File: src/rtl/nego_pkg.sv
package nego_pkg;

    localparam logic [7:0] EXT_LEAD    = 8'h01;
    localparam logic [7:0] CODE_SYNC   = 8'h01;
    localparam logic [7:0] CODE_WIDTH  = 8'h03;
    localparam logic [7:0] LEN_SYNC    = 8'h03;
    localparam logic [7:0] LEN_WIDTH   = 8'h02;
    localparam logic [7:0] REJECT_BYTE = 8'h07;
    localparam logic [7:0] PERIOD_BASE = 8'd24;
    localparam logic [7:0] PERIOD_STEP = 8'd6;
    localparam logic [7:0] OFS_CAP_8   = 8'd15;
    localparam logic [7:0] OFS_CAP_16  = 8'd8;

    typedef struct packed {
        logic       wide;
        logic [2:0] rate;
        logic [3:0] ofs;
    } tgt_cfg_t;

    typedef enum logic [1:0] {
        ACT_NONE   = 2'd0,
        ACT_ACCEPT = 2'd1,
        ACT_REPLY  = 2'd2,
        ACT_REJECT = 2'd3
    } act_e;

    typedef enum logic [1:0] {
        MK_NONE  = 2'd0,
        MK_WIDTH = 2'd1,
        MK_SYNC  = 2'd2,
        MK_REJ   = 2'd3
    } mk_e;

    typedef struct packed {
        mk_e        kind;
        logic [7:0] period;
        logic [7:0] offset;
        logic       wide16;
    } mk_req_t;

    function automatic logic [7:0] period_of(input logic [2:0] rate);
        return PERIOD_BASE + PERIOD_STEP * {5'd0, rate};
    endfunction

    function automatic logic [7:0] ofs_cap(input logic wide);
        return wide ? OFS_CAP_16 : OFS_CAP_8;
    endfunction

    function automatic logic [7:0] min8(input logic [7:0] a, input logic [7:0] b);
        return (a < b) ? a : b;
    endfunction

endpackage

File: src/rtl/nego_cfg_table.sv
module nego_cfg_table
    import nego_pkg::*;
#(
    parameter int IDX_W   = 4,
    parameter int ENTRIES = 16
) (
    input  logic             clk,
    input  logic             rst,
    input  logic             wr_en,
    input  logic [IDX_W-1:0] wr_idx,
    input  tgt_cfg_t         wr_data,
    input  logic [IDX_W-1:0] rd_idx,
    input  logic             drop_wide,
    input  logic             drop_sync,
    output tgt_cfg_t         rd_data
);

    tgt_cfg_t entry_q [ENTRIES];

    for (genvar g = 0; g < ENTRIES; g++) begin : g_entry
        always_ff @(posedge clk) begin
            if (rst) begin
                entry_q[g] <= '0;
            end else if (wr_en && wr_idx == IDX_W'(g)) begin
                entry_q[g] <= wr_data;
            end else if (rd_idx == IDX_W'(g)) begin
                if (drop_wide) begin
                    entry_q[g].wide <= 1'b0;
                end else if (drop_sync) begin
                    entry_q[g].rate <= '0;
                    entry_q[g].ofs  <= '0;
                end
            end
        end
    end

    assign rd_data = entry_q[rd_idx];

endmodule

File: src/rtl/nego_pend_track.sv
module nego_pend_track #(
    parameter int IDX_W   = 4,
    parameter int ENTRIES = 16
) (
    input  logic             clk,
    input  logic             rst,
    input  logic [IDX_W-1:0] idx,
    input  logic             set_w,
    input  logic             set_s,
    input  logic             clr_w,
    input  logic             clr_s,
    output logic             pend_w,
    output logic             pend_s
);

    logic [ENTRIES-1:0] wide_q;
    logic [ENTRIES-1:0] sync_q;

    for (genvar g = 0; g < ENTRIES; g++) begin : g_flag
        always_ff @(posedge clk) begin
            if (rst) begin
                wide_q[g] <= 1'b0;
                sync_q[g] <= 1'b0;
            end else if (idx == IDX_W'(g)) begin
                if (set_w)      wide_q[g] <= 1'b1;
                else if (clr_w) wide_q[g] <= 1'b0;
                if (set_s)      sync_q[g] <= 1'b1;
                else if (clr_s) sync_q[g] <= 1'b0;
            end
        end
    end

    assign pend_w = wide_q[idx];
    assign pend_s = sync_q[idx];

endmodule

File: src/rtl/nego_rx_classify.sv
module nego_rx_classify
    import nego_pkg::*;
#(
    parameter int MIN_PERIOD = 24
) (
    input  logic [7:0] rx_len,
    input  logic [7:0] rx_code,
    input  logic [7:0] rx_arg0,
    input  logic [7:0] rx_arg1,
    input  logic       tgt_wide,
    input  logic       pend_w,
    input  logic       pend_s,
    output act_e       act,
    output mk_req_t    mk,
    output logic       clr_w,
    output logic       clr_s,
    output logic       upd_sync,
    output logic       upd_wide,
    output logic [7:0] got_period,
    output logic [7:0] got_offset,
    output logic       got_wide
);

    localparam logic [7:0] MIN_P = 8'(MIN_PERIOD);

    logic is_sync;
    logic is_width;
    logic [7:0] lim_ofs;

    assign is_sync  = (rx_code == CODE_SYNC)  && (rx_len == LEN_SYNC);
    assign is_width = (rx_code == CODE_WIDTH) && (rx_len == LEN_WIDTH);
    assign lim_ofs  = min8(rx_arg1, ofs_cap(tgt_wide));

    always_comb begin
        act        = ACT_REJECT;
        mk         = '{kind: MK_REJ, period: 8'd0, offset: 8'd0, wide16: 1'b0};
        clr_w      = 1'b0;
        clr_s      = 1'b0;
        upd_sync   = 1'b0;
        upd_wide   = 1'b0;
        got_period = rx_arg0;
        got_offset = rx_arg1;
        got_wide   = 1'b0;
        if (is_sync) begin
            clr_s = pend_s;
            if (rx_arg0 < MIN_P) begin
                act = ACT_REJECT;
            end else if (pend_s) begin
                act      = ACT_ACCEPT;
                mk.kind  = MK_NONE;
                upd_sync = 1'b1;
            end else begin
                act        = ACT_REPLY;
                mk         = '{kind: MK_SYNC, period: rx_arg0, offset: lim_ofs, wide16: 1'b0};
                upd_sync   = 1'b1;
                got_offset = lim_ofs;
            end
        end else if (is_width) begin
            upd_wide = 1'b1;
            if (pend_w) begin
                act      = ACT_ACCEPT;
                mk.kind  = MK_NONE;
                clr_w    = 1'b1;
                got_wide = (rx_arg0 == 8'h01);
            end else begin
                act      = ACT_REPLY;
                got_wide = (rx_arg0 == 8'h01) && tgt_wide;
                mk       = '{kind: MK_WIDTH, period: 8'd0, offset: 8'd0, wide16: got_wide};
            end
        end
    end

endmodule

File: src/rtl/nego_msg_compose.sv
module nego_msg_compose
    import nego_pkg::*;
#(
    parameter int BUF_DEPTH = 8,
    localparam int LEN_W    = $clog2(BUF_DEPTH + 1)
) (
    input  mk_req_t                  req,
    output logic [8*BUF_DEPTH-1:0]   bytes,
    output logic [LEN_W-1:0]         len
);

    localparam int RAW_N = 5;

    logic [7:0] raw [RAW_N];
    logic [2:0] raw_n;

    always_comb begin
        for (int i = 0; i < RAW_N; i++) raw[i] = 8'h00;
        raw_n = 3'd0;
        case (req.kind)
            MK_WIDTH: begin
                raw[0] = EXT_LEAD;
                raw[1] = LEN_WIDTH;
                raw[2] = CODE_WIDTH;
                raw[3] = {7'd0, req.wide16};
                raw_n  = 3'd4;
            end
            MK_SYNC: begin
                raw[0] = EXT_LEAD;
                raw[1] = LEN_SYNC;
                raw[2] = CODE_SYNC;
                raw[3] = req.period;
                raw[4] = req.offset;
                raw_n  = 3'd5;
            end
            MK_REJ: begin
                raw[0] = REJECT_BYTE;
                raw_n  = 3'd1;
            end
            default: raw_n = 3'd0;
        endcase
    end

    always_comb begin
        bytes = '0;
        for (int i = 0; i < BUF_DEPTH; i++) begin
            if (i < RAW_N && i < int'(raw_n)) bytes[8*i +: 8] = raw[i];
        end
        len = (int'(raw_n) > BUF_DEPTH) ? LEN_W'(BUF_DEPTH) : LEN_W'(raw_n);
    end

endmodule

File: src/rtl/nego_msg_unit.sv
module nego_msg_unit
    import nego_pkg::*;
#(
    parameter int TGT_W      = 3,
    parameter int BUF_DEPTH  = 8,
    parameter int MIN_PERIOD = 24,
    localparam int IDX_W     = TGT_W + 1,
    localparam int ENTRIES   = 1 << IDX_W,
    localparam int LEN_W     = $clog2(BUF_DEPTH + 1)
) (
    input  logic                   clk,
    input  logic                   rst,
    input  logic                   cfg_we,
    input  logic [IDX_W-1:0]       cfg_idx,
    input  logic [7:0]             cfg_data,
    input  logic                   bld_req,
    input  logic                   bld_chan,
    input  logic [TGT_W-1:0]       bld_tgt,
    input  logic                   bld_need_wide,
    input  logic                   bld_need_sync,
    input  logic                   bld_max_ofs,
    input  logic                   rx_valid,
    input  logic                   rx_rej,
    input  logic                   rx_chan,
    input  logic [TGT_W-1:0]       rx_tgt,
    input  logic [7:0]             rx_len,
    input  logic [7:0]             rx_code,
    input  logic [7:0]             rx_arg0,
    input  logic [7:0]             rx_arg1,
    output logic                   done,
    output logic [1:0]             action,
    output logic                   atn,
    output logic [LEN_W-1:0]       msg_len,
    output logic [8*BUF_DEPTH-1:0] msg_bytes,
    output logic [7:0]             neg_period,
    output logic [7:0]             neg_offset,
    output logic                   neg_wide
);

    // Operation selection: received message, then target reject, then build.
    logic             do_rx, do_rej, do_bld;
    logic [IDX_W-1:0] op_idx;

    assign do_rx  = rx_valid;
    assign do_rej = rx_rej && !rx_valid;
    assign do_bld = bld_req && !rx_valid && !rx_rej;
    assign op_idx = (rx_valid || rx_rej) ? {rx_chan, rx_tgt} : {bld_chan, bld_tgt};

    tgt_cfg_t cur_cfg;
    logic     pend_w, pend_s;
    logic     drop_wide, drop_sync;

    // Receive classification.
    act_e       rx_act;
    mk_req_t    rx_mk;
    logic       rx_clr_w, rx_clr_s, rx_upd_sync, rx_upd_wide;
    logic [7:0] rx_period, rx_offset;
    logic       rx_wide;

    nego_rx_classify #(.MIN_PERIOD(MIN_PERIOD)) u_classify (
        .rx_len     (rx_len),
        .rx_code    (rx_code),
        .rx_arg0    (rx_arg0),
        .rx_arg1    (rx_arg1),
        .tgt_wide   (cur_cfg.wide),
        .pend_w     (pend_w),
        .pend_s     (pend_s),
        .act        (rx_act),
        .mk         (rx_mk),
        .clr_w      (rx_clr_w),
        .clr_s      (rx_clr_s),
        .upd_sync   (rx_upd_sync),
        .upd_wide   (rx_upd_wide),
        .got_period (rx_period),
        .got_offset (rx_offset),
        .got_wide   (rx_wide)
    );

    // Self-initiated build: width first, one message per command.
    mk_req_t bld_mk;

    always_comb begin
        bld_mk.period = period_of(cur_cfg.rate);
        bld_mk.offset = bld_max_ofs ? ofs_cap(cur_cfg.wide) : {4'd0, cur_cfg.ofs};
        bld_mk.wide16 = cur_cfg.wide;
        if (bld_need_wide)      bld_mk.kind = MK_WIDTH;
        else if (bld_need_sync) bld_mk.kind = MK_SYNC;
        else                    bld_mk.kind = MK_NONE;
    end

    // Pending-negotiation bookkeeping per target.
    logic set_w, set_s, clr_w, clr_s;

    assign set_w     = do_bld && (bld_mk.kind == MK_WIDTH);
    assign set_s     = do_bld && (bld_mk.kind == MK_SYNC);
    assign drop_wide = do_rej && pend_w;
    assign drop_sync = do_rej && !pend_w && pend_s;
    assign clr_w     = (do_rx && rx_clr_w) || drop_wide;
    assign clr_s     = (do_rx && rx_clr_s) || drop_sync;

    nego_pend_track #(.IDX_W(IDX_W), .ENTRIES(ENTRIES)) u_pend (
        .clk    (clk),
        .rst    (rst),
        .idx    (op_idx),
        .set_w  (set_w),
        .set_s  (set_s),
        .clr_w  (clr_w),
        .clr_s  (clr_s),
        .pend_w (pend_w),
        .pend_s (pend_s)
    );

    nego_cfg_table #(.IDX_W(IDX_W), .ENTRIES(ENTRIES)) u_table (
        .clk       (clk),
        .rst       (rst),
        .wr_en     (cfg_we),
        .wr_idx    (cfg_idx),
        .wr_data   (tgt_cfg_t'(cfg_data)),
        .rd_idx    (op_idx),
        .drop_wide (drop_wide),
        .drop_sync (drop_sync),
        .rd_data   (cur_cfg)
    );

    // Message composition.
    mk_req_t                  sel_mk;
    logic [8*BUF_DEPTH-1:0]   cmp_bytes;
    logic [LEN_W-1:0]         cmp_len;

    assign sel_mk = do_rx ? rx_mk : bld_mk;

    nego_msg_compose #(.BUF_DEPTH(BUF_DEPTH)) u_compose (
        .req   (sel_mk),
        .bytes (cmp_bytes),
        .len   (cmp_len)
    );

    // Result registers.
    act_e next_act;
    assign next_act = do_rx ? rx_act : ACT_NONE;

    always_ff @(posedge clk) begin
        if (rst) begin
            done       <= 1'b0;
            action     <= ACT_NONE;
            atn        <= 1'b0;
            msg_len    <= '0;
            msg_bytes  <= '0;
            neg_period <= '0;
            neg_offset <= '0;
            neg_wide   <= 1'b0;
        end else begin
            done <= do_rx || do_bld;
            atn  <= 1'b0;
            if (do_rx || do_bld) begin
                action    <= next_act;
                atn       <= (next_act == ACT_REPLY) || (next_act == ACT_REJECT);
                msg_len   <= cmp_len;
                msg_bytes <= cmp_bytes;
            end
            if (do_rx && rx_upd_sync && rx_act != ACT_REJECT) begin
                neg_period <= rx_period;
                neg_offset <= rx_offset;
            end
            if (do_rx && rx_upd_wide) begin
                neg_wide <= rx_wide;
            end
        end
    end

endmodule

File: config.mk
export PLATFORM = sky130hd
export DESIGN_NAME = nego_msg_unit
export DESIGN_NICKNAME = d
export VERILOG_FILES = /design/src/rtl/nego_pkg.sv /design/src/rtl/nego_cfg_table.sv /design/src/rtl/nego_pend_track.sv /design/src/rtl/nego_rx_classify.sv /design/src/rtl/nego_msg_compose.sv /design/src/rtl/nego_msg_unit.sv
export SDC_FILE = /design/constraint.sdc
export NUM_CORES = 1
export LEC_CHECK = 0
export BUFFER_PORTS_ARGS = -buffer_cell sky130_fd_sc_hd__buf_4
export CAP_MARGIN = 20
export CORE_MARGIN = 5
export CORE_UTILIZATION = 60
export DETAILED_ROUTE_END_ITERATION = 8
export PLACE_DENSITY = 0.83
export SYNTH_ARGS = -nofsm -noshare
export SYNTH_HDL_FRONTEND = slang
export SYNTH_SLANG_ARGS = --single-unit
File: constraint.sdc
create_clock -name clk -period 12.9 [get_ports clk]
set_clock_uncertainty 0.1 [all_clocks]
set_input_delay 1.935 -clock clk [delete_from_list [all_inputs] [get_ports clk]]
set_output_delay 1.935 -clock clk [all_outputs]
set_load 0.02 [all_outputs]
==> metrics <==
Final Routed Wirelength=29.3 mm; core area=approximately 17000 sq um; flop-to-flop setup slack=9.24 ns; CP required=~13 ns; Antenna Diode Count=0; Synth Flop Type=edfxtp_1; Residual DRC=0; post-synth cell types=70; Detailed Route Iter0 Violations=between 900 and 1000; peak supply drop=0.111 mV; Placed Area=11400 sq um; EDFF count, synth=~130; DR top layer=met4; HPWL Detailed=roughly 21 mm; layout cells sized above 1=0.151; DR WL met3=approximately 3.1 mm; Finished Layout Cells=1418; GRT Total Usage=0.275; Max-slew headroom=0.221; post-CTS setup buffers=0; Synth-to-Final Area Change=13.0%; H-tree levels=1; fillers=1325; WL/cell=around 21 um; first-pass GRT wire length=44.4 mm; yosys warns=0; Hold Vio Cnt, Final=0; drt via density=6.11; die height=143 um; Hold WC Path Type=flip-flop to flip-flop; Root Driver=clkbuf_16; clk buf depth=3; # port buffers=about 110; Clock transition at path regs=0.06 ns; largest net degree at the start of global routing=between 70 and 80; element type at the critical path end=flip-flop; largest fanout on the critical path=27; post-cts sizing count=0; dpl ws=6.49 ns; P_leak=4.50 nW; final instance area=12000 sq um; DRT Pass-1 Iters=5; Routability Congestion=0.938; Clock Sinks=just over 200; register area share after synthesis=0.502; Rows=48; Cells after Synth=~1100; commonest non-fill, non-tap cell in the layout=nand2_1; Synth Cell Area=10700 sq um; max-slew violations=0; WHS=around 0.36 ns; post-route ant nets=0; final setup TNS=0 ns; commonest non-fill, non-tap cells in the layout=nand2_1, and2_1, edfxtp_1; Setup CP Type=input port to flip-flop; Starting Density=0.614; Die X=143 um; status=finished clean; RSZ-0062 raised after global routing=no; worst-skew pair later-pin latency=0.52 ns; vias in the first global route=8158; max_cap viols=0; CTS Hold Buffers Added=0; CTS tree=yes; antenna violations before repair=0; Final #Nets=1252; met1 wire length=11.2 mm; f_max=about 170 MHz; pwr/cell area=about 130 nW/um^2; Inst Count DP=between 1000 and 1500; die area=20500 sq um; final critical-path share of the clock period=0.463; PnR worst setup slack=6.93 ns; Num CTS Buffers=22; min Tclk post-route=5.97 ns; worst slew pin tran=1.16 ns; #FFs+latches synth=just over 200; Mapped Avg Cell Area=9.64 sq um; GRT overflow=0; Final Setup Violations=0; I/O pin count=150; post-synthesis async set-or-reset flop share=0; met2 wire length=13.8 mm; crit path launch type=input port; routed vias=8658; Arrival @ worst endpoint=6.30 ns
[layout make-up]
type,instances,area [sq um],share of cell area
timing repair buffer,120,898,0.0746
clock buffer,32,598,0.0497
tap,225,282,0.0234
multi-input combinational,823,4820,0.400
clock inverter,8,73.8,0.00613
sequential,203,5350,0.444
inverter,7,26.3,0.00218
[Yosys cell counts (6+ instances only)]
master	instances	area [sq um]
nand2_1	151	567
and2_1	138	863
edfxtp_1	128	3840
nor2_1	82	308
dfxtp_1	75	1500
o21ai_0	69	345
a21oi_1	65	325
nand3_1	51	255
buf_4	46	345
clkbuf_1	44	165
mux2i_1	39	390
a211oi_1	13	97.6
buf_2	13	65.1
ha_1	12	150
nor3_1	10	50.1
a31oi_1	9	56.3
a22oi_1	8	60.1
nor4_1	8	50.1
buf_1	7	26.3
inv_1	7	26.3
nand2b_1	7	43.8
o22ai_1	7	43.8
a311oi_1	6	52.6
a32oi_1	6	52.6
and3_1	6	37.5
mux4_2	6	135
nand4_1	6	37.5
nor2b_1	6	37.5
o211ai_1	6	45.0
[report_power, final]
| part | leakage [nW] | switching [mW] | total [mW] | internal (mW) |
|---|---|---|---|---|
| Sequential | 1.83 | 0.0113 | 0.729 | 0.717 |
| Combinational | 2.34 | 0.131 | 0.197 | 0.0651 |
| Clock | 0.329 | 0.256 | 0.599 | 0.343 |
| Total | 4.50 | 0.399 | 1.52 | 1.13 |
[registers in the layout, indices dropped and copies added (netlist names)]
name	cells
u_table.entry_q	128
msg_bytes	20
u_pend.sync_q	16
u_pend.wide_q	16
neg_offset	8
neg_period	8
action	2
msg_len	2
atn	1
done	1
neg_wide	1
[routing by layer]
metal,global-route usage,up-vias
li1,-,3976
met1,0.360,4107
met2,0.453,499
met3,0.0613,76
met4,0.100,0
met5,0,-
[critical path, cell delays in order]
cell	delay, ns
buf_4	0.20
or3b_1	0.42
and2_0	0.48
nand2_1	0.34
o22ai_1	0.12
or4_1	0.82
a21oi_1	0.44
ha_1	0.31
nand2_1	0.12
nor4_1	0.26
o221ai_1	0.18
a2111oi_0	0.40
a21oi_1	0.07
a22oi_1	0.19
[stage by stage]
stage / utilization / power (mW)
floorplan: - / 0.874
global placement: 0.654 / 0.929
detailed placement: 0.654 / 0.934
CTS: 0.693 / 1.52
global route: 0.694 / 1.57
finish: 0.694 / 1.52
[path summary, 6_finish.rpt]
kind                     startpoint       endpoint  cells past startpoint
hold reg to reg       neg_period[2]  neg_period[2]                      2
setup reg to reg  u_pend.sync_q[14]  msg_bytes[34]                     11
hold / removal        neg_period[2]  neg_period[2]                      2
setup / recovery           rx_valid  msg_bytes[34]                     14
[logic make-up after synthesis]
group	synth area share
AO/OA/AOI/OAI	0.125
flip-flops	0.502
other	0.000352
adder cells (fa/ha/maj)	0.0179
buffers and inverters	0.0626
multiplexers	0.0536
AND/OR/NAND/NOR	0.237
XOR/XNOR	0.00164
Power figures use the tool's default switching activity.
